`config.mk`:
```
export PLATFORM = sky130hd
export DESIGN_NAME = board_io_timer
export DESIGN_NICKNAME = d
export VERILOG_FILES = /design/src/rtl/bio_pkg.sv /design/src/rtl/bio_tick_div.sv /design/src/rtl/bio_ctrl.sv /design/src/rtl/bio_datapath.sv /design/src/rtl/board_io_timer.sv
export SDC_FILE = /design/constraint.sdc
export NUM_CORES = 1
export LEC_CHECK = 0
export BUFFER_PORTS_ARGS = -buffer_cell sky130_fd_sc_hd__buf_2
export CAP_MARGIN = 40
export CORE_UTILIZATION = 55
export CTS_CLUSTER_DIAMETER = 50
export DETAILED_ROUTE_END_ITERATION = 16
export GPL_TIMING_DRIVEN = 0
export PLACE_DENSITY_LB_ADDON = 0.12
export SLEW_MARGIN = 20
export SYNTH_ARGS = -nofsm -noshare
export SYNTH_HDL_FRONTEND = slang
export SYNTH_SLANG_ARGS = --single-unit
```
`constraint.sdc`:
```
create_clock -name clk -period 3.2 [get_ports clk]
set_input_delay 0 -clock clk [delete_from_list [all_inputs] [get_ports clk]]
set_output_delay 0 -clock clk [all_outputs]
set_load 0.03 [all_outputs]
```
`src/rtl/bio_pkg.sv`:
```
`timescale 1ns/1ps
package bio_pkg;

  // Word offsets (byte offset / 4) of each register
  localparam int OFS_LED    = 0;
  localparam int OFS_BTN    = 2;
  localparam int OFS_HZ1    = 4;
  localparam int OFS_HZ100  = 5;
  localparam int OFS_CYCLE  = 6;
  localparam int OFS_RELOAD = 8;
  localparam int OFS_PSCNT  = 9;
  localparam int OFS_MISC   = 19;

  typedef enum logic [3:0] {
    SEL_NONE,
    SEL_LED,
    SEL_BTN,
    SEL_HZ1,
    SEL_HZ100,
    SEL_CYCLE,
    SEL_RELOAD,
    SEL_PSCNT,
    SEL_MISC
  } regSel_e;

  // Strobes from control to datapath
  typedef struct packed {
    logic    wrLed;
    logic    wrMisc;
    logic    wrHz1;
    logic    wrHz100;
    logic    wrCycle;
    logic    wrReload;
    logic    wrPsCnt;
    logic    tickHz1;
    logic    tickHz100;
    regSel_e rdSel;
  } strobes_t;

endpackage

```
`src/rtl/bio_tick_div.sv`:
```
`timescale 1ns/1ps
module bio_tick_div #(
  parameter int unsigned DIV = 100
) (
  input  logic clk,
  input  logic rstN,
  output logic tick
);
  localparam int CW = (DIV > 1) ? $clog2(DIV) : 1;
  localparam logic [CW-1:0] LAST = CW'(DIV - 1);

  logic [CW-1:0] phaseCnt;

  assign tick = (phaseCnt == LAST);

  always_ff @(posedge clk or negedge rstN) begin
    if (!rstN)     phaseCnt <= '0;
    else if (tick) phaseCnt <= '0;
    else           phaseCnt <= phaseCnt + 1'b1;
  end
endmodule

```
`src/rtl/bio_ctrl.sv`:
```
`timescale 1ns/1ps
module bio_ctrl
  import bio_pkg::*;
#(
  parameter int unsigned CLK_FREQ = 50_000_000,
  parameter int ADDR_W = 12
) (
  input  logic              clk,
  input  logic              rstN,
  input  logic              psel,
  input  logic              penable,
  input  logic              pwrite,
  input  logic [ADDR_W-1:0] paddr,
  output strobes_t          strobes
);
  localparam int WI_W = ADDR_W - 2;
  localparam int unsigned DIV_HZ1   = (CLK_FREQ > 0) ? CLK_FREQ : 1;
  localparam int unsigned DIV_HZ100 = (CLK_FREQ >= 100) ? CLK_FREQ / 100 : 1;

  logic [WI_W-1:0] wordIdx;
  logic aligned, wrAccess, rdAccess;
  logic tickHz1, tickHz100;

  assign wordIdx  = paddr[ADDR_W-1:2];
  assign aligned  = (paddr[1:0] == 2'b00);
  assign wrAccess = psel & penable & pwrite & aligned;
  assign rdAccess = psel & ~pwrite & aligned;

  bio_tick_div #(.DIV(DIV_HZ1))   i_divHz1   (.clk(clk), .rstN(rstN), .tick(tickHz1));
  bio_tick_div #(.DIV(DIV_HZ100)) i_divHz100 (.clk(clk), .rstN(rstN), .tick(tickHz100));

  always_comb begin
    strobes           = '0;
    strobes.rdSel     = SEL_NONE;
    strobes.tickHz1   = tickHz1;
    strobes.tickHz100 = tickHz100;
    if (wrAccess) begin
      strobes.wrLed    = (wordIdx == WI_W'(OFS_LED));
      strobes.wrMisc   = (wordIdx == WI_W'(OFS_MISC));
      strobes.wrHz1    = (wordIdx == WI_W'(OFS_HZ1));
      strobes.wrHz100  = (wordIdx == WI_W'(OFS_HZ100));
      strobes.wrCycle  = (wordIdx == WI_W'(OFS_CYCLE));
      strobes.wrReload = (wordIdx == WI_W'(OFS_RELOAD));
      strobes.wrPsCnt  = (wordIdx == WI_W'(OFS_PSCNT));
    end
    if (rdAccess) begin
      if      (wordIdx == WI_W'(OFS_LED))    strobes.rdSel = SEL_LED;
      else if (wordIdx == WI_W'(OFS_BTN))    strobes.rdSel = SEL_BTN;
      else if (wordIdx == WI_W'(OFS_HZ1))    strobes.rdSel = SEL_HZ1;
      else if (wordIdx == WI_W'(OFS_HZ100))  strobes.rdSel = SEL_HZ100;
      else if (wordIdx == WI_W'(OFS_CYCLE))  strobes.rdSel = SEL_CYCLE;
      else if (wordIdx == WI_W'(OFS_RELOAD)) strobes.rdSel = SEL_RELOAD;
      else if (wordIdx == WI_W'(OFS_PSCNT))  strobes.rdSel = SEL_PSCNT;
      else if (wordIdx == WI_W'(OFS_MISC))   strobes.rdSel = SEL_MISC;
    end
  end
endmodule

```
`src/rtl/bio_datapath.sv`:
```
`timescale 1ns/1ps
module bio_datapath
  import bio_pkg::*;
#(
  parameter int DATA_W = 32,
  parameter int LED_W = 2,
  parameter int BTN_W = 2,
  parameter int MISC_W = 10,
  parameter int MISC_RSVD_BIT = 2
) (
  input  logic              clk,
  input  logic              rstN,
  input  strobes_t          strobes,
  input  logic [DATA_W-1:0] wrData,
  input  logic [BTN_W-1:0]  buttonIn,
  output logic [DATA_W-1:0] rdData,
  output logic [LED_W-1:0]  ledOut,
  output logic [MISC_W-1:0] miscOut
);
  localparam logic [MISC_W-1:0] MISC_MASK = ~(MISC_W'(1) << MISC_RSVD_BIT);

  logic [BTN_W-1:0]  btnMeta, btnSync;
  logic [LED_W-1:0]  ledReg;
  logic [MISC_W-1:0] miscReg;
  logic [DATA_W-1:0] hz1Count, hz100Count, cycleCount, reloadReg, psCount;
  logic psZero;

  assign psZero  = (psCount == '0);
  assign ledOut  = ledReg;
  assign miscOut = miscReg;

  // Two-flop button synchroniser
  always_ff @(posedge clk or negedge rstN) begin
    if (!rstN) begin
      btnMeta <= '0;
      btnSync <= '0;
    end else begin
      btnMeta <= buttonIn;
      btnSync <= btnMeta;
    end
  end

  // Plain control registers
  always_ff @(posedge clk or negedge rstN) begin
    if (!rstN) begin
      ledReg    <= '0;
      miscReg   <= '0;
      reloadReg <= '0;
    end else begin
      if (strobes.wrLed)    ledReg    <= wrData[LED_W-1:0];
      if (strobes.wrMisc)   miscReg   <= wrData[MISC_W-1:0] & MISC_MASK;
      if (strobes.wrReload) reloadReg <= wrData;
    end
  end

  // Rate counters: bus write has priority over tick
  always_ff @(posedge clk or negedge rstN) begin
    if (!rstN) begin
      hz1Count   <= '0;
      hz100Count <= '0;
    end else begin
      if (strobes.wrHz1)        hz1Count <= wrData;
      else if (strobes.tickHz1) hz1Count <= hz1Count + 1'b1;
      if (strobes.wrHz100)        hz100Count <= wrData;
      else if (strobes.tickHz100) hz100Count <= hz100Count + 1'b1;
    end
  end

  // Prescaler and event counter
  always_ff @(posedge clk or negedge rstN) begin
    if (!rstN) begin
      psCount    <= '0;
      cycleCount <= '0;
    end else begin
      if (strobes.wrPsCnt) psCount <= wrData;
      else if (psZero)     psCount <= reloadReg;
      else                 psCount <= psCount - 1'b1;
      if (strobes.wrCycle) cycleCount <= wrData;
      else if (psZero)     cycleCount <= cycleCount + 1'b1;
    end
  end

  // Read mux
  always_comb begin
    unique case (strobes.rdSel)
      SEL_LED:    rdData = DATA_W'(ledReg);
      SEL_BTN:    rdData = DATA_W'(btnSync);
      SEL_HZ1:    rdData = hz1Count;
      SEL_HZ100:  rdData = hz100Count;
      SEL_CYCLE:  rdData = cycleCount;
      SEL_RELOAD: rdData = reloadReg;
      SEL_PSCNT:  rdData = psCount;
      SEL_MISC:   rdData = DATA_W'(miscReg);
      default:    rdData = '0;
    endcase
  end
endmodule

```
`src/rtl/board_io_timer.sv`:
```
`timescale 1ns/1ps
module board_io_timer
  import bio_pkg::*;
#(
  parameter int unsigned CLK_FREQ = 50_000_000,
  parameter int ADDR_W = 12,
  parameter int DATA_W = 32,
  parameter int LED_W = 2,
  parameter int BTN_W = 2,
  parameter int MISC_W = 10,
  parameter int MISC_RSVD_BIT = 2
) (
  input  logic              clk,
  input  logic              rstN,
  input  logic              psel,
  input  logic              penable,
  input  logic              pwrite,
  input  logic [ADDR_W-1:0] paddr,
  input  logic [DATA_W-1:0] pwdata,
  output logic [DATA_W-1:0] prdata,
  input  logic [BTN_W-1:0]  buttonIn,
  output logic [LED_W-1:0]  ledOut,
  output logic [MISC_W-1:0] miscOut
);
  strobes_t strobes;

  bio_ctrl #(.CLK_FREQ(CLK_FREQ), .ADDR_W(ADDR_W)) i_ctrl (
    .clk(clk), .rstN(rstN), .psel(psel), .penable(penable),
    .pwrite(pwrite), .paddr(paddr), .strobes(strobes)
  );

  bio_datapath #(
    .DATA_W(DATA_W), .LED_W(LED_W), .BTN_W(BTN_W),
    .MISC_W(MISC_W), .MISC_RSVD_BIT(MISC_RSVD_BIT)
  ) i_datapath (
    .clk(clk), .rstN(rstN), .strobes(strobes), .wrData(pwdata),
    .buttonIn(buttonIn), .rdData(prdata), .ledOut(ledOut), .miscOut(miscOut)
  );
endmodule

```
==> summary.md <==
### Yosys
• **Avg Cell Area, Syn** 9.19 µm²
• **Synth Warn #** 0
• **number of flip-flops and latches in the synthesized netlist** 220
• **share of async-settable or async-resettable flops after synthesis** 1.00
• **Synth Flop Type** dfrtp_1
• **count of flip-flops with a built-in enable after synthesis** 0
• **post-synthesis net count** 1372
• **synth unique cells** 57
• **post-synthesis cell area** 12100 µm²
• **sequential fraction of the synthesis area** 0.456
• **post-synthesis instance total** 1314

### Route
• **number of vias after detailed routing** 10905
• **initial drt markers** 1213
• **drt first pass iters** 7
• **detail-routed via count per cell** 6.11
• **DRC violations left** 0
• **Routed WL** 37700 µm
• **remaining antenna violation count after routing** 0
• **mean routed wirelength per cell** 21.1 µm

### Worst setup path
• **Arrival @ worst endpoint** 2980 ps
• **category of the worst setup path launch point** primary input
• **data required time at the worst endpoint** 3200 ps
• **logic depth of the worst register-to-register path** 8
• **maximum net fanout on the critical path** 10
• **crit end category** primary output
• **WS Path Type** primary input to primary output

### Clocking
• **Longest Clk Path Bufs** 3
• **worst skew pair latency** 510 ps
• **TritonCTS Buffers** 34
• **clock net sink count** 220
• **clock tree from TritonCTS** done
• **Root Buffer** clkbuf_16
• **clock edge transition at the registers on the reported setup and hold paths** 50 ps
• **H-tree Lvls** 2

### Floorplanning
• **area enclosed by the die boundary** 22600 µm²
• **floorplan core area** 21300 µm²
• **die height** 150 µm
• **number of core rows** 53
• **number of top-level design ports** 95
• **starting utilization of the core area** 0.567
• **width of the chip** 150 µm

### Hold path
• **type of the most critical hold path** primary input to asynchronous set/reset pin

### Pwr
• **leak pwr** 6.11 nW
• **Final Power** 7.19 mW
• **worst voltage drop across the vdd grid** 0.000446 V
• **total power divided by cell area** 492 nW/µm²

### Global routing
• **global route overflow** 0
• **number of global-route vias before repair** 10705
• **initial antenna violation count** 0
• **wire length of the first global-routing pass** 58600 µm
• **maximum number of pins on one net before global-route repair** 87
• **Total Routing Usage GR** 0.344

### Placed design
• **HPWL Detailed** 27500 µm
• **placed insts** 1685
• **IO Port Bufs** 91
• **global placer's final weighted congestion** 0.992
• **area after detailed placement** 13000 µm²

### Finish
• **fraction of layout instances using a drive strength above 1** 0.152
• **diode count** 0
• **number of nets in the layout** 1543
• **final standard cell count with taps included and fillers excluded** 1786
• **Finished Core Util** 0.687
• **final non-filler cell area** 14600 µm²
• **area delta synth->final** 21.1%

### Timing
• **setup repair after global routing missed its margin** false
• **number of slew-limit violations in the final report** 0
• **Max transition margin** 0.427
• **Least-Margin Pin Slew** 853 ps
• **number of hold violations in the final report** 0
• **period utilisation layout** 0.931
• **final critical path time including I/O delays and setup** 2980 ps
• **highest clock frequency the design can meet** 336 MHz
• **maximum clock skew at final layout** 15.0 ps
• **final setup vio count** 0
• **final hold slack** 32.7 ps

### Status
• **outcome** finished, final reports clean

### Job
• **# Max-Cap Violations** 0

-- synth_stat cells (all sizes together) (5+ instances only) --
| cell | number | share of area |
|---|---|---|
| o21ai | 38 | 0.016 |
| nor2 | 180 | 0.056 |
| inv | 14 | 0.0044 |
| buf | 13 | 0.0061 |
| xor2 | 93 | 0.067 |
| nand4 | 41 | 0.021 |
| o22ai | 10 | 0.0052 |
| a22oi | 41 | 0.025 |
| and2 | 9 | 0.0047 |
| nand3 | 57 | 0.024 |
| dfrtp | 220 | 0.46 |
| nor4 | 29 | 0.020 |
| ha | 7 | 0.0073 |
| or3 | 10 | 0.0052 |
| nor3 | 32 | 0.013 |
| a21oi | 120 | 0.050 |
| clkbuf | 55 | 0.017 |
| nor3b | 5 | 0.0031 |
| mux2 | 44 | 0.041 |
| a221oi | 9 | 0.0065 |
| and3 | 25 | 0.013 |
| and4 | 9 | 0.0065 |
| xnor2 | 59 | 0.043 |
| a222oi | 23 | 0.019 |
| nand2 | 123 | 0.038 |
-- logic make-up (layout without fill, tap and decap cells) --
logic type | after synthesis | count (layout) | synth area share
AO/OA/AOI/OAI | 255 | 255 | 0.131
adder cells (fa/ha/maj) | 7 | 7 | 0.00725
flip-flops | 220 | 220 | 0.456
XOR/XNOR | 152 | 152 | 0.110
buffers and inverters | 83 | 280 | 0.0279
other | 1 | 1 | 0.000311
multiplexers | 48 | 48 | 0.0443
AND/OR/NAND/NOR | 548 | 548 | 0.223
-- area by class of cell --
class	instances	area, µm²
plain buffers	68	280
clock buffers	48	1040
clock inverters	14	190
fillers	1695	6660
inverters	15	56.3
multi-input cells	1011	6300
flip-flops and latches	220	5510
well taps	275	344
repair buffers	135	918
-- stage by stage --
stage               setup WS, ps  TNS, ps
detailed placement          45.3        0
global route                77.9        0
global placement           -1770  -386450
finish                       220        0
floorplan                    722        0
CTS                         15.7        0
-- sequential cells by signal, summed over array words and instances (netlist names) --
name,flops
i_datapath.cycleCount,32
i_datapath.ledOut,2
i_ctrl.i_divHz100.phaseCnt,19
i_datapath.btnMeta,2
i_datapath.btnSync,2
i_datapath.hz1Count,32
i_datapath.miscOut,9
i_datapath.hz100Count,32
i_ctrl.i_divHz1.phaseCnt,26
i_datapath.reloadReg,32
i_datapath.psCount,32
-- report_power, final --
part,internal (mW),switching [mW]
Sequential,2.82,0.0512
Clock,2.60,1.37
Combinational,0.133,0.225
Total,5.55,1.64
-- routing by layer --
metal | GRT usage | up-vias | share of wire | routed length [µm]
met2 | 0.534 | 473 | 0.45 | 17100
met3 | 0.0721 | 82 | 0.093 | 3520
li1 | - | 5040 | - | -
met1 | 0.472 | 5310 | 0.42 | 15900
met5 | 0 | - | 0 | 0
met4 | 0.131 | 0 | 0.031 | 1170
-- worst max-delay path: stages --
cell      delay (ps)
buf_2             90
nor4_1           320
nor3b_2          360
nand3b_1         290
nor3_1           780
clkbuf_1         490
a222oi_1         250
nand2_1          170
buf_2            220
-- cells in the final DEF, fill, tap and decap left out, drive strengths merged, types with 3 or more instances in the layout --
cell / n
inv: 18
nor2: 180
xor2: 93
or4: 3
o21ai: 38
and3: 25
nand4: 41
o22ai: 10
mux2i: 4
nand3: 57
nor4: 29
bufinv: 4
dlygate4sd3: 36
a221oi: 9
nand2b: 4
a22oi: 41
xnor2: 59
or2: 4
clkbuf: 104
nand2: 123
nor3: 32
nor4b: 3
mux2: 44
and4: 9
dfrtp: 220
a31oi: 3
buf: 111
ha: 7
clkinv: 5
and2: 9
or3: 10
nor2b: 4
a21oi: 120
nor3b: 5
a222oi: 23
-- timing repair --
action                                  in CTS  in global routing
endpoints found under the setup margin       0                 49
gates resized for setup                      0                  6
setup buffers                                0                  2
hold buffers                                36                  0
hold endpoints to repair                   307                  0
-- worst paths after layout --
path | start | endpoint | slack, ps
max in group asynchronous | rstN | i_ctrl.i_divHz1.phaseCnt[12]$_DFF_PN0_ | 2000
min in group clk | paddr[5] | i_datapath.ledOut[0]$_DFFE_PN0P_ | 40
setup reg to reg | i_datapath.psCount[7]$_DFF_PN0_ | i_datapath.psCount[24]$_DFF_PN0_ | 270
hold reg to reg | i_datapath.btnMeta[0]$_DFF_PN0_ | i_datapath.btnSync[0]$_DFF_PN0_ | 350
hold / removal | rstN | i_ctrl.i_divHz100.phaseCnt[2]$_DFF_PN0_ | 30
setup / recovery | paddr[7] | prdata[16] | 220
(Power assumes the default switching activity.)
